===== src/rtl/poll_pkg.sv =====
package poll_pkg;
    typedef enum logic [1:0] {
        PS_IDLE = 2'd0,
        PS_EVEN = 2'd1,
        PS_ODD  = 2'd2
    } poll_state_e;
endpackage


===== src/rtl/poll_fsm.sv =====
module poll_fsm
    import poll_pkg::*;
(
    input  logic        clk,
    input  logic        rst_n,
    input  logic        busy,
    input  logic        rd_strobe,
    output poll_state_e state_q,
    output logic        phase_o
);
    poll_state_e state_d;

    // state register
    always_ff @(posedge clk) begin
        if (!rst_n) state_q <= PS_IDLE;
        else        state_q <= state_d;
    end

    // next state
    always_comb begin
        state_d = state_q;
        if (!busy) begin
            state_d = PS_IDLE;
        end else begin
            unique case (state_q)
                PS_IDLE, PS_EVEN: state_d = rd_strobe ? PS_ODD  : PS_EVEN;
                PS_ODD:           state_d = rd_strobe ? PS_EVEN : PS_ODD;
                default:          state_d = PS_IDLE;
            endcase
        end
    end

    // bit 6 value a poll in this cycle reports (IDLE counts as even)
    always_comb begin
        unique case (state_q)
            PS_ODD:  phase_o = 1'b1;
            default: phase_o = 1'b0;
        endcase
    end
endmodule


===== src/rtl/poll_status_fmt.sv =====
module poll_status_fmt #(
    parameter int DATA_W     = 8,
    parameter int POLL_BIT   = 7,
    parameter int TOGGLE_BIT = 6
) (
    input  logic [DATA_W-1:0] last_byte,
    input  logic              phase,
    output logic [DATA_W-1:0] status
);
    for (genvar i = 0; i < DATA_W; i++) begin : g_bit
        if (i == POLL_BIT) begin : g_poll
            assign status[i] = ~last_byte[i];
        end else if (i == TOGGLE_BIT) begin : g_tog
            assign status[i] = phase;
        end else begin : g_copy
            assign status[i] = last_byte[i];
        end
    end
endmodule


===== src/rtl/poll_rd_reg.sv =====
module poll_rd_reg #(
    parameter int DATA_W = 8
) (
    input  logic              clk,
    input  logic              rst_n,
    input  logic              rd_strobe,
    input  logic              busy,
    input  logic [DATA_W-1:0] status,
    input  logic [DATA_W-1:0] array_data,
    output logic [DATA_W-1:0] rd_data
);
    logic [DATA_W-1:0] sel_data;

    always_comb sel_data = busy ? status : array_data;

    // output register: updates only on a read access
    always_ff @(posedge clk) begin
        if (!rst_n)         rd_data <= '0;
        else if (rd_strobe) rd_data <= sel_data;
    end
endmodule


===== src/rtl/poll_status_mux.sv =====
module poll_status_mux
    import poll_pkg::*;
#(
    parameter int DATA_W     = 8,
    parameter int POLL_BIT   = 7,
    parameter int TOGGLE_BIT = 6
) (
    input  logic              clk,
    input  logic              rst_n,
    input  logic              rd_strobe,
    input  logic              busy,
    input  logic [DATA_W-1:0] last_byte,
    input  logic [DATA_W-1:0] array_data,
    output logic [DATA_W-1:0] rd_data
);
    poll_state_e       state_q;
    logic              phase;
    logic [DATA_W-1:0] status;

    poll_fsm u_fsm (
        .clk       (clk),
        .rst_n     (rst_n),
        .busy      (busy),
        .rd_strobe (rd_strobe),
        .state_q   (state_q),
        .phase_o   (phase)
    );

    poll_status_fmt #(
        .DATA_W     (DATA_W),
        .POLL_BIT   (POLL_BIT),
        .TOGGLE_BIT (TOGGLE_BIT)
    ) u_fmt (
        .last_byte (last_byte),
        .phase     (phase),
        .status    (status)
    );

    poll_rd_reg #(.DATA_W(DATA_W)) u_rd (
        .clk        (clk),
        .rst_n      (rst_n),
        .rd_strobe  (rd_strobe),
        .busy       (busy),
        .status     (status),
        .array_data (array_data),
        .rd_data    (rd_data)
    );
endmodule


===== config.mk =====
export PLATFORM = sky130hd
export DESIGN_NAME = poll_status_mux
export DESIGN_NICKNAME = d
export VERILOG_FILES = /design/src/rtl/poll_pkg.sv /design/src/rtl/poll_fsm.sv /design/src/rtl/poll_status_fmt.sv /design/src/rtl/poll_rd_reg.sv /design/src/rtl/poll_status_mux.sv
export SDC_FILE = /design/constraint.sdc
export NUM_CORES = 1
export LEC_CHECK = 0
export ABC_AREA = 1
export BUFFER_PORTS_ARGS = -buffer_cell sky130_fd_sc_hd__buf_2
export CAP_MARGIN = 20
export CORE_AREA = 3 3 40 42
export CTS_BUF_LIST = sky130_fd_sc_hd__clkbuf_2
export DETAILED_ROUTE_END_ITERATION = 16
export DIE_AREA = 0 0 43 45
export PLACE_DENSITY = 0.87
export SLEW_MARGIN = 20
export SYNTH_ARGS = -nofsm -noshare
export SYNTH_HDL_FRONTEND = slang
export SYNTH_HIERARCHICAL = 1
export SYNTH_SLANG_ARGS = --single-unit

===== constraint.sdc =====
create_clock -name clk -period 1.4 [get_ports clk]
set_input_delay 0.07 -clock clk [delete_from_list [all_inputs] [get_ports clk]]
set_output_delay 0.07 -clock clk [all_outputs]
set_load 0.05 [all_outputs]

Yosys cells after proc, flatten, opt, wreduce, memory -nomap -nowiden
Cells that the tools add are included.
- output and inout bits: 8
- input bits: 20
- flip-flop bits (word level): 10
- reductions and logical operators: 3
- equal/unequal tests: 2
- mux-type cells: 5
- bitwise gates (word level): 1
- operator list (kind ; number):
    $mux 8 ; 1
    $mux 2 ; 2
    $pmux 2 s2 ; 1
    $eq 2x1->1 const B ; 1
    $eq 2x2->1 const B ; 1
    $logic_not 2->1 ; 1
    $reduce_and 2->1 ; 1
    $reduce_or 2->1 ; 1
    $mux 1 ; 1
    $not 1->1 ; 1

Logic depth before layout (Yosys ltp)
- depth after elaboration: 3
- gate-level depth with buffers: 7
- gate-level depth less buffers: 6

Hierarchy
The synthesis kept the hierarchy.
- modules (own cells, without submodules) (module ; area an instance (um2) ; cells each ; times used ; sequential area each (um2)):
    poll_rd_reg ; 439.2 ; 69 ; 1 ; 160.2
    poll_fsm ; 95.1 ; 16 ; 1 ; 40.0
    poll_status_fmt ; 56.3 ; 8 ; 1 ; 0.0

Worst setup path before layout
No wires, ideal clock.
- kind: reg-to-reg
- from: register u_rd/rd_data[7] (netlist name)
- to: register u_rd.rd_data[7]
- data required time: 1344 ps
- stages on the path, launching flop included: 5
- arrival time: 864 ps
- slack: 480 ps
- setup time: 56 ps
- cells stage by stage: dfxtp_1 -> nor2_2 -> nor2_1 -> nand2_1 -> inv_1
- RTL lines (what ; line ; source):
    end signal: assignment ; poll_rd_reg.sv:19 ; else if (rd_strobe) rd_data <= sel_data;
    end: declaration ; poll_rd_reg.sv:10 ; output logic [DATA_W-1:0] rd_data

Worst setup path after layout
- from: register u_rd.rd_data[5]
- to: output rd_data[5]
- RTL lines (what ; line ; source):
    end: declaration ; poll_status_mux.sv:14 ; output logic [DATA_W-1:0] rd_data
No word-level cell between the ends.

==> results.cfg <==
[critical_path]
start_kind = flop
path_depth = 1
ff2ff_path_depth = 6
worstSetupEndpointType = primary output
crit_slowest_cell = dfxtp_1
crit_chain = buf_2
max_stage_delay_ns = 0.38
crit_fanout = 2
path_buf_inv = 1
crit_family = flip-flops
crit_type = flop to primary output
arrival_ns = 0.91
worstPathRequired_ns = 1.33

[cts]
cts_sinks = 10
cts_tree = done
cts_setup_buffers = 0
ctsHoldBuffers = 0
clock_path_buffers = 2
cts-root-buf = clkbuf_2
cts.clk_slew.worst_paths_ns = 0.12
htree_levels = 1
insertion_delay_ns = 0.26
post_cts_resized = 0
cts_made_buffers = 3

[synthesis]
syn_area_um2 = 591
ys.flop_type = dfxtp_1
synthXorXnorAreaFrac_pct = 0
netlist_top_cells_count = nand2_1 (29), nor2_1 (16), inv_1 (13)
yosys_warnings = 6
synth_top_area_share_pct = 33.9
synth_largest_area_cell = dfxtp_1
synth_top_family_by_area = simple AND/OR/NAND/NOR gates
synth-compound-area-share_pct = 1.69
synth-seq-cells = 10
ys_types = 14
yosysMostFrequentCell = nand2_1
synthTopCellsByArea = dfxtp_1 (34%), nand2_1 (18%), nor2_1 (10%), buf_4 (8.9%), inv_1 (8.3%)
synthSimpleGateAreaFrac_pct = 39.4
syn_inst = 93
synth_mux_area_share_pct = 0
syn_area_per_cell_um2 = 6.35
async_flop_share_pct = 0
synth_edf_count = 0
synthAdderAreaFrac_pct = 0
yosysSeqAreaShare_pct = 33.9
synth_nets = 113

[final_layout]
fin_util_pct = 52.1
antennaDiodeCount = 0
nNetsFinal = 134
drive_above_1_share_pct = 30.1
syn_to_final_growth_pct = 13.3

[sta]
final_max_slew_viol_count = 0
finalCriticalPeriod_ns = 0.980
max_slew_margin_pct = 76.1
period_share_pct = 70.0
whs_ns = 0.0935
tightest_slew_ns = 0.358
finalHoldViolCount = 0
rsz0062_at_grt = no
fin_tns_setup_ns = 0
setup_violations = 0
setup_ws_ns = 0.420
finClkSkew_ns = 0.000311
fmax_ghz = 1.02

[power_and_ir_drop]
p_leak_uw = 0.000417
p_per_area_nw_per_um2 = 990
swShare_pct = 36.2
finalPower_uw = 663
peakVddDrop_v = 0.000426
p_switching_uw = 240
power.share.clock_pct = 25.6
seqPwrFrac_pct = 47.5
p_int_uw = 423
p_comb_share_pct = 26.9

[floorplanning]
core_um2 = 1280
io_pins = 28
die_w_um = 43
start_util_pct = 46.0
num_rows = 13
dieArea_um2 = 1940
chipHeight_um = 45

[flow_run]
drv_cap = 0

[detailed_routing]
highest_layer = met3
drt_iter0_drc = 10
drtPass1Iterations = 4
route.detailed.drc = 0
ant_nets = 0
dr_wl_met3_um = 107
viasPerCell = 4.44
post_drt_wl_per_cell_um = 9.34
wirelength_um = 1200
dr_wl_met2_um = 533
wl_met1_um = 555
vias = 568

[global_routing]
antenna_found_initial = 0
grt_max_degree = 20
grt_pass1_wl_um = 1950
grt_pass1_vias = 469
overflow = 0
grt_usage_pct = 13.6

[worst_hold_path]
hp-class = input pin to flop
hold_path_depth = 5

[placed_design]
numPortBuffers = 26
gp_congestion = 0.751
pre_cts_slack_ns = 0.619
hpwl_um = 871

[outcome]
outcome = complete, no violations
==> per-stage QoR <==
step                instances  area (um2)
floorplan                  93         591
global placement          124         651
detailed placement        124         651
CTS                       128         669
global route              128         669
finish                    128         669
==> routing by layer <==
metal | global-route usage, % | up-vias
li1 | - | 308
met1 | 15.8 | 239
met2 | 21.9 | 21
met3 | 5.18 | 0
met4 | 7.23 | 0
met5 | 0 | -
==> worst reg2reg max path: cells and delay by family, from the launching register on <==
kind	cells	cell delay, ns
buf+inv	2	0.12
flops	1	0.41
simple gates	4	0.27
==> layout by cell type (no fill, tap or decap) <==
cell and count:
a21oi_1 2, nand3_1 8, clkbuf_2 3, inv_2 1, nor2_4 1, buf_2 26
clkinv_1 1, inv_4 1, nand2_1 29, dfxtp_1 10, inv_1 13, nor2_2 2
nor2_1 16
==> sequential cells by signal, summed over array words and instances, names as in the netlist <==
| register | cells |
|---|---|
| u_rd/rd_data | 8 |
| u_fsm/state_q | 2 |
==> power by group through the flow <==
| stage | sequential [uW] | clock [uW] | combinational [uW] |
|---|---|---|---|
| after floorplan | 379 | 0 | 91.2 |
| final | 315 | 170 | 178 |
| after global routing | 317 | 195 | 196 |
| after CTS | 315 | 175 | 179 |
| after global placement | 320 | 0 | 174 |
| after detailed placement | 321 | 0 | 178 |
==> logic make-up after synthesis <==
kind of cell | after synthesis
buffers and inverters | 25
DFF | 10
and+or+nand+nor | 56
AOI/OAI and AO/OA | 2
==> path summary, 6_finish.rpt <==
| check | start | endpoint | slack [ns] |
|---|---|---|---|
| min | array_data[1] | u_rd/rd_data[1] | 0.09 |
| min reg2reg | u_fsm/state_q[0] | u_fsm/state_q[0] | 0.55 |
| max | u_rd/rd_data[5] | rd_data[5] | 0.42 |
| max reg2reg | u_fsm/state_q[1] | u_rd/rd_data[6] | 0.57 |
==> area by class of cell <==
class | count | area [um2]
Tap cell | 15 | 18.8
Sequential cell | 10 | 200
Inverter | 15 | 58.8
Clock buffer | 3 | 15.0
Clock inverter | 1 | 3.75
Timing Repair Buffer | 26 | 130
Multi-Input combinational cell | 58 | 243
Fill cell | 132 | 616
Note: power is estimated with default switching activity, not from simulation.
